[config.mk]
export PLATFORM = sky130hd
export DESIGN_NAME = serial_regport
export DESIGN_NICKNAME = d
export VERILOG_FILES = /design/src/rtl/serial_regport.sv
export SDC_FILE = /design/constraint.sdc
export NUM_CORES = 1
export LEC_CHECK = 0
export BUFFER_PORTS_ARGS = -buffer_cell sky130_fd_sc_hd__buf_2
export CORE_MARGIN = 10
export CORE_UTILIZATION = 40
export DETAILED_ROUTE_END_ITERATION = 16
export GPL_TIMING_DRIVEN = 1
export MAX_ROUTING_LAYER = met4
export SKIP_LAST_GASP = 1
export SLEW_MARGIN = 20
export SYNTH_ARGS = -nofsm -noshare
export SYNTH_HDL_FRONTEND = slang
export SYNTH_SLANG_ARGS = --single-unit
[constraint.sdc]
create_clock -name sclk -period 4.2 [get_ports sclk]
set_input_delay 0.42 -clock sclk [delete_from_list [all_inputs] [get_ports sclk]]
set_output_delay 0.42 -clock sclk [all_outputs]
set_load 0.02 [all_outputs]
[src/rtl/serial_regport.sv]
module serial_regport #(
  parameter int W      = 16,
  parameter int ADDR_W = 5,
  parameter int N_CTRL = 6
) (
  input  logic                sclk,
  input  logic                rst_n,
  input  logic                sdi,
  input  logic                sdifs,
  output logic                sdo,
  output logic                sdofs,
  input  logic                smp_vld,
  input  logic                smp_sel,
  input  logic [W-1:0]        smp_data,
  output logic [N_CTRL*W-1:0] ctrl_regs,
  output logic [W-1:0]        dac_word,
  output logic                dac_stb,
  output logic [W-1:0]        filt_word,
  output logic                filt_stb
);
  localparam int CW = $clog2(W);
  localparam int PW = $clog2(2*W);
  localparam logic [ADDR_W-1:0] A_DAC  = ADDR_W'(N_CTRL);
  localparam logic [ADDR_W-1:0] A_FLT  = ADDR_W'(N_CTRL + 1);
  localparam logic [ADDR_W-1:0] A_SMP0 = ADDR_W'(N_CTRL + 2);
  localparam logic [ADDR_W-1:0] A_SMP1 = ADDR_W'(N_CTRL + 3);

  // receive side, falling edge
  logic              rx_act, rx_ph, rx_rd, rd_tgl;
  logic [CW-1:0]     rx_cnt;
  logic [W-2:0]      rx_sr;
  logic [ADDR_W-1:0] rx_a, rd_addr;

  wire         rx_fin  = rx_act && (rx_cnt == CW'(W-1));
  wire [W-1:0] rx_word = {rx_sr, sdi};

  always_ff @(negedge sclk or negedge rst_n) begin
    if (!rst_n) begin
      rx_act <= 1'b0; rx_ph <= 1'b0; rx_rd <= 1'b0; rd_tgl <= 1'b0;
      rx_cnt <= '0; rx_sr <= '0; rx_a <= '0; rd_addr <= '0;
      ctrl_regs <= '0; dac_word <= '0; filt_word <= '0;
      dac_stb <= 1'b0; filt_stb <= 1'b0;
    end else begin
      dac_stb  <= 1'b0;
      filt_stb <= 1'b0;
      if (!rx_act) begin
        rx_act <= sdifs;
        rx_cnt <= '0;
      end else begin
        rx_sr  <= rx_word[W-2:0];
        rx_cnt <= rx_cnt + 1'b1;
        if (rx_fin) begin
          rx_act <= sdifs;
          rx_cnt <= '0;
          rx_ph  <= !rx_ph;
          if (!rx_ph) begin
            rx_rd <= rx_word[W-1];
            rx_a  <= rx_word[ADDR_W-1:0];
          end else if (rx_rd) begin
            if (rx_a < A_DAC) begin
              rd_tgl  <= ~rd_tgl;
              rd_addr <= rx_a;
            end
          end else if (rx_a < A_DAC) begin
            ctrl_regs[rx_a*W +: W] <= rx_word;
          end else if (rx_a == A_DAC) begin
            dac_word <= rx_word;
            dac_stb  <= 1'b1;
          end else if (rx_a == A_FLT) begin
            filt_word <= rx_word;
            filt_stb  <= 1'b1;
          end
        end
      end
    end
  end

  // transmit side, rising edge
  logic              tx_busy, rd_ack, sb_vld, sb_sel;
  logic [PW-1:0]     tx_cnt;
  logic [2*W-1:0]    tx_sr;
  logic [W-1:0]      sb_data;

  wire              rd_pend  = rd_tgl ^ rd_ack;
  wire              tx_start = !tx_busy && (rd_pend || sb_vld);
  wire              take_smp = tx_start && !rd_pend;
  wire [ADDR_W-1:0] sb_a     = sb_sel ? A_SMP1 : A_SMP0;

  always_ff @(posedge sclk or negedge rst_n) begin
    if (!rst_n) begin
      tx_busy <= 1'b0; rd_ack <= 1'b0; sb_vld <= 1'b0; sb_sel <= 1'b0;
      tx_cnt <= '0; tx_sr <= '0; sb_data <= '0;
      sdo <= 1'b0; sdofs <= 1'b0;
    end else begin
      if (smp_vld) begin
        sb_vld  <= 1'b1;
        sb_sel  <= smp_sel;
        sb_data <= smp_data;
      end else if (take_smp) begin
        sb_vld <= 1'b0;
      end
      sdo   <= 1'b0;
      sdofs <= 1'b0;
      if (tx_start) begin
        tx_busy <= 1'b1;
        tx_cnt  <= '0;
        sdofs   <= 1'b1;
        if (rd_pend) begin
          rd_ack <= rd_tgl;
          tx_sr  <= {{(W-ADDR_W){1'b0}}, rd_addr, ctrl_regs[rd_addr*W +: W]};
        end else begin
          tx_sr  <= {{(W-ADDR_W){1'b0}}, sb_a, sb_data};
        end
      end else if (tx_busy) begin
        sdo    <= tx_sr[2*W-1];
        tx_sr  <= tx_sr << 1;
        sdofs  <= (tx_cnt == PW'(W-1));
        tx_cnt <= tx_cnt + 1'b1;
        if (tx_cnt == PW'(2*W-1)) tx_busy <= 1'b0;
      end
    end
  end

  AST_TXFS_PULSE: assert property (@(posedge sclk) disable iff (!rst_n)
    sdofs |=> !sdofs);
  AST_DAC_STB_PULSE: assert property (@(negedge sclk) disable iff (!rst_n)
    dac_stb |=> !dac_stb);
  AST_CTRL_HOLD: assert property (@(negedge sclk) disable iff (!rst_n)
    !(rx_fin && rx_ph) |=> $stable(ctrl_regs));
  AST_SBUF_KEEP: assert property (@(posedge sclk) disable iff (!rst_n)
    (tx_start && rd_pend && sb_vld) |=> sb_vld);
endmodule

==> summary.md <==
| Metric | Value |
|---|---|
| Status | `completed` |
| Clock root buffer | `clkbuf_16` |
| Gr ovfl total | `0` |
| Power density over the cells | `504 nW/um2` |
| Top cell type by total area after synthesis | `dfrtn_1` |
| Routed WL per cell | `21.0 um` |
| Min-delay worst type | `primary input to flip-flop` |
| Post-DP HPWL | `19700 um` |
| Avg Vias per Cell | `5.29` |
| Leakage | `5.72 nW` |
| First-pass GRT wire length | `43100 um` |
| Ys flop type | `dfrtn_1` |
| Final WL | `27700 um` |
| Synth async-reset ratio | `1.00` |
| Arrival @ worst endpoint | `4.21 ns` |
| Hold WS | `0.145 ns` |
| Core ar. | `24300 um2` |
| Layout cells sized above 1 | `0.316` |
| # DRC | `0` |
| CP startpoint kind | `flip-flop` |
| Max-slew violations | `0` |
| Sink Count | `222` |
| Vias in the first global route | `7239` |
| Num CTS Buffers | `24` |
| Post-Syn Nets | `873` |
| Ranking of synthesized cells by area | `dfrtn_1 41%, dfrtp_1 15%, mux2_2 9.0%` |
| Diode count | `0` |
| Share of the synthesized area in the top cell type | `0.412` |
| I/O pin count | `154` |
| Crit Path Max Fanout | `41` |
| Antenna violations before repair | `0` |
| Slew margin rel. | `0.334` |
| # Post-CTS Setup Buffers | `0` |
| Setup CP Type | `flip-flop to flip-flop` |
| Final setup viols | `0` |
| Die footprint | `31400 um2` |
| Cell Area, Synth | `9900 um2` |
| Antenna-violating nets left | `0` |
| Tightest Pin Transition | `0.999 ns` |
| Fin Setup TNS | `0 ns` |
| VDD IR max | `271 uV` |
| Synth unique cells | `51` |
| GP Congestion | `0.862` |
| Unrepaired setup endpoints after global routing | `no` |
| Largest stage delay, worst path | `0.49 ns` |
| Maxcap violations | `0` |
| Layout area overhead | `19.6%` |
| Initial DRC Count | `517` |
| CP Cell Sequence | `buf_12, mux2i_1, o22ai_1, o21ai_0, a21oi_1` |
| Number of H-tree levels | `1` |
| CTS tree | `built` |
| Seq/Total Area, Yosys | `0.561` |
| Max clock buf depth | `3` |
| Final #Nets | `1009` |
| Critical Path RT | `4.59 ns` |
| Initial Util | `0.407` |
| Gr usage total | `0.177` |
| Worst clock skew | `0.0172 ns` |
| Synthesized area per cell | `11.7 um2` |
| Synthesized flop and latch total | `222` |
| Die height | `177 um` |
| Post-synth EDFFs | `0` |
| Crit. End Element | `flip-flop` |
| Final hold violations | `0` |
| Drt first pass iters | `5` |
| Largest net degree at the start of global routing | `54` |
| Gate Count Post-Synth | `843` |
| Chip width | `177 um` |
| Filler Cells Inserted | `2277` |
| Synth warn | `0` |
| Vias | `6983` |
| Clk_lat worst skew | `0.52 ns` |
| Port bufs | `153` |
| Row count | `57` |
| Critical path's slowest cell | `dfrtn_1` |
| CTS clock-pin slew for the worst setup and hold paths | `0.06 ns` |
## cells in the final DEF, fill, tap and decap left out, types with 19 or more instances in the layout
master / count
clkbuf_16: 25
a22o_1: 45
o21ai_0: 70
nand2_1: 60
buf_2: 152
mux2_2: 79
nor2_1: 59
dfrtn_1: 163
dfrtp_1: 59
mux2i_1: 62
inv_1: 42
buf_4: 19
## through the flow
stage | total power, mW | setup WS (ns) | instance area, um2 | std cells | utilization
after global routing | 6.27 | 0.230 | 11800 | 1321 | 0.487
after floorplan | 3.44 | 0.232 | 9900 | 843 | -
after detailed placement | 3.79 | 0.196 | 11000 | 1276 | 0.453
after CTS | 6.01 | 0.202 | 11800 | 1321 | 0.487
after global placement | 3.77 | 0.220 | 11000 | 1276 | 0.453
final | 5.97 | 0.380 | 11800 | 1321 | 0.487
## metal layers
metal,vias up,track usage,part of all wire
met2,180,0.258,0.44
li1,3239,-,-
met1,3525,0.251,0.49
met3,39,0.0314,0.049
met4,0,0.0434,0.023
met5,-,-,0
## synthesized netlist by cell type (all sizes together), types with 8 or more instances
| library cell | instances |
|---|---|
| inv | 42 |
| nand2 | 61 |
| a21oi | 18 |
| o22ai | 18 |
| mux2i | 62 |
| mux2 | 88 |
| o21ai | 75 |
| buf | 20 |
| dfrtn | 163 |
| o221ai | 15 |
| nor2 | 59 |
| dfrtp | 59 |
| a22o | 45 |
| ha | 8 |
| clkbuf | 48 |
## layout make-up
cell class | count | area [um2] | area share
inverter | 42 | 158 | 0.0133
sequential | 222 | 5560 | 0.469
clock buffer | 35 | 673 | 0.0568
tap | 324 | 405 | 0.0342
timing repair buffer | 178 | 1030 | 0.0869
clock inverter | 9 | 144 | 0.0122
multi-input combinational | 511 | 3880 | 0.327
## flip-flops by register name (all words and copies together), names as in the netlist, 4 cells and up
name,count
rx_sr,15
dac_word,16
sb_data,16
rd_addr,5
tx_sr,32
filt_word,16
tx_cnt,5
ctrl_regs,96
rx_a,5
rx_cnt,4
## report_power, final
part / leakage [nW] / total, mW / internal [mW] / switching (mW)
logic: 2.40 / 0.985 / 0.407 / 0.578
registers: 2.92 / 2.78 / 2.36 / 0.425
clock network: 0.400 / 2.21 / 1.36 / 0.851
## logic make-up after synthesis
family,synth area share
flip-flops,0.561
buffers and inverters,0.0485
AO/OA/AOI/OAI,0.117
multiplexers,0.168
AND/OR/NAND/NOR,0.0881
XOR/XNOR,0.00619
adder cells (fa/ha/maj),0.0101
## critical path: cells and delay by family (launching register included)
family	cells	cell delay, ns
mux	1	0.34
flops	1	0.49
compound gates	3	0.41
buf+inv	1	0.29
## worst paths after layout
path                                             to  cells after the start  slack, ns              startpoint
max                            tx_sr[3]$_DFFE_PN0P_                      5       0.38  rd_addr[0]$_DFFE_NN0P_
min                          sb_data[9]$_DFFE_PN0P_                      2       0.15             smp_data[9]
min in group asynchronous             sdo$_DFF_PN0_                      2       0.42                   rst_n
max reg2reg                    tx_sr[3]$_DFFE_PN0P_                      5       0.38  rd_addr[0]$_DFFE_NN0P_
max in group asynchronous  filt_word[2]$_DFFE_NN0P_                      3       1.08                   rst_n
min reg2reg                     rx_cnt[0]$_DFF_NN0_                      1       0.39     rx_cnt[0]$_DFF_NN0_
## repair_timing
item	in CTS	in global routing
endpoints found under the setup margin	0	1
gates resized for setup	0	1
hold buffers	1	0
hold endpoints to repair	14	0
No activity file was read; power rests on OpenSTA's default activity.
